[src/rtl/aser_pkg.sv]
package aser_pkg;
  localparam int MAX_SLOT = 32;
  localparam int POS_W    = $clog2(2 * MAX_SLOT);

  typedef struct packed {
    logic [2:0] mode;
    logic       bpol;
    logic       wpol;
  } aser_cfg_t;

  localparam aser_cfg_t CFG_RESET = '{mode: 3'd1, bpol: 1'b1, wpol: 1'b0};

  function automatic logic [POS_W-1:0] slot_bits(input logic [2:0] mode);
    return mode[2] ? POS_W'(24) : POS_W'(32);
  endfunction

  function automatic logic [POS_W-1:0] word_bits(input logic [2:0] mode);
    return (mode == 3'd2 || mode == 3'd6) ? POS_W'(16) : POS_W'(24);
  endfunction

  function automatic logic right_just(input logic [2:0] mode);
    return mode[1];
  endfunction

  function automatic logic [POS_W-1:0] lead_bits(input logic [2:0] mode);
    if (right_just(mode)) return slot_bits(mode) - word_bits(mode);
    return (mode == 3'd1) ? POS_W'(1) : POS_W'(0);
  endfunction

  function automatic logic is_reserved(input logic [2:0] mode);
    return mode == 3'd5;
  endfunction
endpackage

[src/rtl/aser_bclk_gen.sv]
module aser_bclk_gen (
  input  logic clk,
  input  logic rst_n,
  input  logic tick,
  output logic phase_o,
  output logic fall_evt_o
);
  always_ff @(posedge clk or negedge rst_n) begin
    if (!rst_n)    phase_o <= 1'b1;
    else if (tick) phase_o <= ~phase_o;
  end

  assign fall_evt_o = tick & phase_o;
endmodule

[src/rtl/aser_frame_ctr.sv]
module aser_frame_ctr #(
  parameter int POS_W = 6
) (
  input  logic             clk,
  input  logic             rst_n,
  input  logic             step_i,
  input  logic [POS_W-1:0] last_pos_i,
  output logic [POS_W-1:0] pos_o,
  output logic [POS_W-1:0] pos_nxt_o,
  output logic             wrap_o
);
  assign wrap_o    = step_i && (pos_o == last_pos_i);
  assign pos_nxt_o = wrap_o ? '0 : (step_i ? pos_o + POS_W'(1) : pos_o);

  always_ff @(posedge clk or negedge rst_n) begin
    if (!rst_n) pos_o <= '0;
    else        pos_o <= pos_nxt_o;
  end
endmodule

[src/rtl/aser_bit_select.sv]
module aser_bit_select
  import aser_pkg::*;
#(
  parameter int SAMPLE_W = 24
) (
  input  logic [2:0]          mode_i,
  input  logic [POS_W-1:0]    pos_i,
  input  logic [SAMPLE_W-1:0] left_i,
  input  logic [SAMPLE_W-1:0] right_i,
  output logic                chan_o,
  output logic                bit_o
);
  logic [POS_W-1:0]    slot, lead, wlen, k, off;
  logic [SAMPLE_W-1:0] word, shifted;
  logic                in_word;

  always_comb begin
    slot    = slot_bits(mode_i);
    lead    = lead_bits(mode_i);
    wlen    = word_bits(mode_i);
    chan_o  = (pos_i >= slot);
    k       = chan_o ? pos_i - slot : pos_i;
    word    = chan_o ? right_i : left_i;
    off     = k - lead;
    in_word = (k >= lead) && (off < wlen);
    shifted = word << off;
    bit_o   = in_word && !is_reserved(mode_i) && shifted[SAMPLE_W-1];
  end
endmodule

[src/rtl/audio_frame_serializer.sv]
module audio_frame_serializer
  import aser_pkg::*;
#(
  parameter int SAMPLE_W = 24
) (
  input  logic                clk,
  input  logic                rst_n,
  input  logic                tick,
  input  logic [2:0]          mode_i,
  input  logic                bclk_pol_i,
  input  logic                wclk_pol_i,
  input  logic                smp_valid_i,
  output logic                smp_ready_o,
  input  logic [SAMPLE_W-1:0] left_i,
  input  logic [SAMPLE_W-1:0] right_i,
  output logic                bclk_o,
  output logic                wclk_o,
  output logic                sdata_o,
  output logic                mode_err_o
);
  aser_cfg_t           cfg_q, cfg_nxt;
  logic [SAMPLE_W-1:0] left_q, right_q, left_nxt, right_nxt;
  logic                phase, fall_evt, frame_wrap, accept;
  logic [POS_W-1:0]    pos_q, pos_nxt, last_pos;
  logic                nxt_chan, nxt_bit;

  aser_bclk_gen u_bclk (
    .clk(clk), .rst_n(rst_n), .tick(tick),
    .phase_o(phase), .fall_evt_o(fall_evt)
  );

  assign last_pos = POS_W'({1'b0, slot_bits(cfg_q.mode)} * 2 - 1);

  aser_frame_ctr #(.POS_W(POS_W)) u_ctr (
    .clk(clk), .rst_n(rst_n), .step_i(fall_evt), .last_pos_i(last_pos),
    .pos_o(pos_q), .pos_nxt_o(pos_nxt), .wrap_o(frame_wrap)
  );

  assign accept      = frame_wrap & smp_valid_i;
  assign smp_ready_o = frame_wrap;
  assign cfg_nxt     = frame_wrap ? '{mode: mode_i, bpol: bclk_pol_i, wpol: wclk_pol_i} : cfg_q;
  assign left_nxt    = accept ? left_i  : left_q;
  assign right_nxt   = accept ? right_i : right_q;

  aser_bit_select #(.SAMPLE_W(SAMPLE_W)) u_sel (
    .mode_i(cfg_nxt.mode), .pos_i(pos_nxt), .left_i(left_nxt), .right_i(right_nxt),
    .chan_o(nxt_chan), .bit_o(nxt_bit)
  );

  always_ff @(posedge clk or negedge rst_n) begin
    if (!rst_n) begin
      cfg_q   <= CFG_RESET;
      left_q  <= '0;
      right_q <= '0;
      sdata_o <= 1'b0;
      wclk_o  <= 1'b0;
    end else if (fall_evt) begin
      cfg_q   <= cfg_nxt;
      left_q  <= left_nxt;
      right_q <= right_nxt;
      sdata_o <= nxt_bit;
      wclk_o  <= nxt_chan ^ cfg_nxt.wpol;
    end
  end

  assign bclk_o     = cfg_q.bpol ? phase : ~phase;
  assign mode_err_o = is_reserved(cfg_q.mode);
endmodule

[config.mk]
export PLATFORM = sky130hd
export DESIGN_NAME = audio_frame_serializer
export DESIGN_NICKNAME = d
export VERILOG_FILES = /design/src/rtl/aser_pkg.sv /design/src/rtl/aser_bclk_gen.sv /design/src/rtl/aser_frame_ctr.sv /design/src/rtl/aser_bit_select.sv /design/src/rtl/audio_frame_serializer.sv
export SDC_FILE = /design/constraint.sdc
export NUM_CORES = 1
export LEC_CHECK = 0
export ABC_AREA = 1
export BUFFER_PORTS_ARGS = -buffer_cell sky130_fd_sc_hd__buf_2
export CORE_ASPECT_RATIO = 0.7
export CORE_MARGIN = 2
export CORE_UTILIZATION = 55
export CTS_BUF_LIST = sky130_fd_sc_hd__clkbuf_4 sky130_fd_sc_hd__clkbuf_8
export CTS_CLUSTER_SIZE = 28
export DETAILED_ROUTE_END_ITERATION = 8
export PLACE_DENSITY = 0.77
export SYNTH_ARGS = -nofsm -noshare
export SYNTH_HDL_FRONTEND = slang
export SYNTH_SLANG_ARGS = --single-unit
[constraint.sdc]
create_clock -name clk -period 4.3 [get_ports clk]
set_input_delay 0.86 -clock clk [delete_from_list [all_inputs] [get_ports clk]]
set_output_delay 0.86 -clock clk [all_outputs]
set_load 0.01 [all_outputs]
==> run summary <==
In this run the critical register-to-register path is launched from u_ctr.pos_o[0]. The final clock period utilization by the worst path came out at 0.8668. The number of DRC violations after detailed-routing iteration 0 came out at 148. The count of nets after finishing came out at around 510. The source-to-sink clock delay at the later pin of the worst-skew pair is 0.35 ns. The number of antenna violations at the first check in global routing is 0. The number of distinct library cell variants in the gate-level netlist after synthesis is 38. Measured against the total synthesized area, the mux share comes to 0.1263.

Of all flip-flops after synthesis, the portion carrying an async set or reset was 1.000. The synthesized flop and latch total came out at 62. The clock transition time at the flip-flop clock pins of the worst setup and hold paths is around 0.070 ns. Setup violations remaining at the end of the flow were counted as 0. The xor and xnor fraction of the mapped netlist area came out at 0.01764.

Setup repair after global routing left no endpoint under its margin. The final-layout fill cell count is 513. By count the netlist is led by 95 x nand2_1, 63 x nand3_1, 59 x dfrtp_1, 38 x mux2_2, 27 x inv_1. The met1 layer wirelength in the final routing came out at ~3700 µm. The worst register-to-register path ends at sdata_o. The final routed wire length divided by cell count came out at ~15 µm. The combined area of all synthesized cells is roughly 3500 µm². The cell row count is 24. The share of synthesized area in the top cell type comes to 0.4248.

Of all nets on the critical path, the largest fanout is 9. After synthesis, the largest family of logic cells by area is simple AND/OR/NAND/NOR gates. The detailed-routing iteration count for the pre-antenna-repair pass is 4.

The top-level port count is 62. The number of maximum-capacitance constraint violations is 0. For this design the static power due to leakage is 2.118 nW.

The final standard cell utilization of the core came out at 0.6543. Following the worst setup path forward leads to its endpoint at sdata_o. The compound-cell area share of the yosys netlist is 0.04464.

The wire length of the first global-routing pass is 13130 µm. The worst hold margin is 0.4852 ns. The final weighted congestion in routability-driven placement is 0.9051.

The layout overhead on the synthesized area came out at 15.87%. The remaining max-slew budget at the tightest pin came out at 0.3981. The Yosys warning count came out at 0. Across all register-to-register paths, the minimum setup slack is 0.60 ns. The summed negative setup slack over all endpoints came out at 0 ns. For this run, the leading register cell type out of synthesis is dfrtp_1.

Of the total synthesized cell area, the portion taken by AND, OR, NAND and NOR gates is 0.2531. The setup path with the least slack is of type primary input to flop. The post-synthesis instance total came out at between 300 and 400. The deepest level of the CTS H-tree came out at 3. The clock period minus worst slack came out at about 3.7 ns.

The sum of overflow across all layers after global routing came out at 0. After detailed routing, no signal wire sits above met4. Total power for the finished layout comes to 0.002924 W. Counting flops with a built-in enable in the synthesized netlist gives 0. The clock root buffer is clkbuf_8. The fraction of layout cells with a size suffix above 1 is 0.3170.

The synthesized design spends more area on one cell type than any other, namely dfrtp_1. The clock net sink count is just over 60. The repair_antennas step left the layout with diodes totalling 0. The number of vias after detailed routing is 2788. The overall die height came out at 70.51 µm. The count of final max-slew check failures is 0. The number of global-route vias before repair came out at 2745.

Based on the critical path, the design can be clocked at up to 268.3 MHz. The count of hold buffers inserted by post-cts repair came out at 0. The total wirelength of the detailed-routed design is 7785 µm.

The worst setup path is captured at a flop. The number of hold violations in the final report came out at 0. The die area came out at 6982 µm². In this run the worst setup path begins at tick. The core area came out at roughly 6200 µm². After synthesis, the cell types taking the most area are dfrtp_1 42%, mux2_2 12%, nand2_1 10%, nand3_1 9.1%, ha_1 4.3%. The post-CTS setup buffer count came out at 0. The post-synthesis share of cell area spent on full adders, half adders and majority gates is 0.04320. The via density per instance is 5.300. Dividing the synthesized area by the synthesized cell count gives 9.147 µm². The clock passes through at most 2 buffers. The transition at the pin with the smallest max-transition slack is ~0.9 ns. Buffers placed on the I/O ports in this run total 61. The worst hold path belongs to the class flop to flop. In the routed design, unresolved DRC markers number 0. The flow ran to the end, and the final reports show no timing, DRC or antenna violations. The count of cells along the worst hold path came out at 2. The TritonCTS buffer count is 9. The combined global-route utilization of all metal layers is 0.2406. For this run, the register share of the synthesized area comes to 0.4474. The net count of the mapped netlist is ~450. The highest ir drop seen on vdd came out at 326.0 µV. The number of cells on the worst reg-to-reg path is 24. Detailed placement finished with a half-perimeter wire length of 5751 µm. The worst setup path is launched from a primary input.

For this configuration, the core starts out at a cell density of 0.5646. The total power per unit cell area is 726.0 nW/µm². The number of antenna-violating nets in the routed design came out at 0. In this run, post-CTS repair resized a total of 0 instances. TritonCTS built the clock tree. On the final layout, the worst clock skew is 0.006444 ns. Data on the critical path arrives at its endpoint at 4.02 ns. The maximum number of pins on one net before global-route repair came out at 40.

The amount of wire on met3 after detailed routing is 484 µm. For the worst setup path, the data required time is 4.59 ns. The chip width is 99.02 µm. The most instantiated library cell after synthesis is nand2_1. The routed length on met2 came out at around 3500 µm.
critical path: stages:
cell      delay (ns)
buf_2           0.13
nand3_2         0.12
clkinv_2        0.10
nand3_4         0.14
inv_1           0.12
nor3_1          0.19
inv_1           0.09
ha_1            0.27
inv_1           0.04
nor2_1          0.10
nand2_1         0.06
nand2_1         0.09
nand4_4         0.10
nand2_2         0.12
o21ai_0         0.11
ha_1            0.32
inv_1           0.08
o31ai_1         0.25
nand3_1         0.10
a211oi_1        0.21
nand4_1         0.10
a21oi_1         0.13
nand3_1         0.09
nand2_1         0.06
layout make-up:
type | instances | area (µm²) | share of cell area
clock buffer | 13 | 166.4 | 0.04132
clock inverter | 3 | 42.54 | 0.01056
inverter | 29 | 110.1 | 0.02734
multi-input combinational | 273 | 1685 | 0.4185
sequential | 62 | 1555 | 0.3861
tap | 78 | 97.59 | 0.02423
timing repair buffer | 68 | 370.4 | 0.09195
flip-flops by register name, indices dropped and copies added (netlist names):
signal,count
cfg_q,5
sdata_o,1
left_q,24
right_q,24
u_ctr.pos_o,6
wclk_o,1
u_bclk.phase_o,1
through the flow:
| stage | setup slack, ns | instance area [µm²] | std cells |
|---|---|---|---|
| after floorplan | 0.3711 | 3476 | 380 |
| after global placement | 0.4405 | 3819 | 510 |
| after detailed placement | 0.2370 | 3819 | 510 |
| after CTS | 0.5905 | 4028 | 526 |
| after global routing | 0.2364 | 4028 | 526 |
| final | 0.5726 | 4028 | 526 |
cells in the final DEF (no fill, tap or decap), types with 2 or more instances in the layout:
cell type and instances:
a21oi_1 4, nand3_1 63, xnor2_1 4, clkinv_2 2, nor2_2 2, clkbuf_8 11
nor3_1 3, buf_2 61, buf_4 6, nor2_4 2, o31ai_1 2, nand3_2 2
mux2_2 38, clkbuf_4 2, nor2_1 11, nand4_1 2, dfstp_2 3, dfrtp_1 59
inv_1 27, nand2_2 4, ha_1 12, nand2_1 95, o21ai_0 15, xor2_1 3
report_power, final:
group	switching [W]	internal [W]	leakage [nW]	total, W
sequential	0.0000756	0.000764	0.829	0.000839
clock	0.000225	0.000311	0.106	0.000537
combinational	0.000948	0.000600	1.18	0.00155
total	0.00125	0.00167	2.12	0.00292
worst min path at each step:
stage	start	to	slack, ns
after floorplan	cfg_q[1]	cfg_q[1]	0.46
after global placement	wclk_o	wclk_o	0.47
after detailed placement	cfg_q[1]	cfg_q[1]	0.48
after CTS	cfg_q[1]	cfg_q[1]	0.49
after global routing	left_q[15]	left_q[15]	0.51
final	cfg_q[1]	cfg_q[1]	0.49
per-layer routing:
metal,GRT usage,up-vias
met5,0,-
met4,0.09132,0
met3,0.06607,13
met2,0.3581,82
met1,0.3388,1303
li1,-,1390
logic make-up after synthesis:
kind of cell	Yosys count
adder cells (fa/ha/maj)	12
buffers and inverters	45
AND/OR/NAND/NOR	189
multiplexers	39
AO/OA/AOI/OAI	26
XOR/XNOR	7
flip-flops	62
No activity file was read; power rests on OpenSTA's default activity.
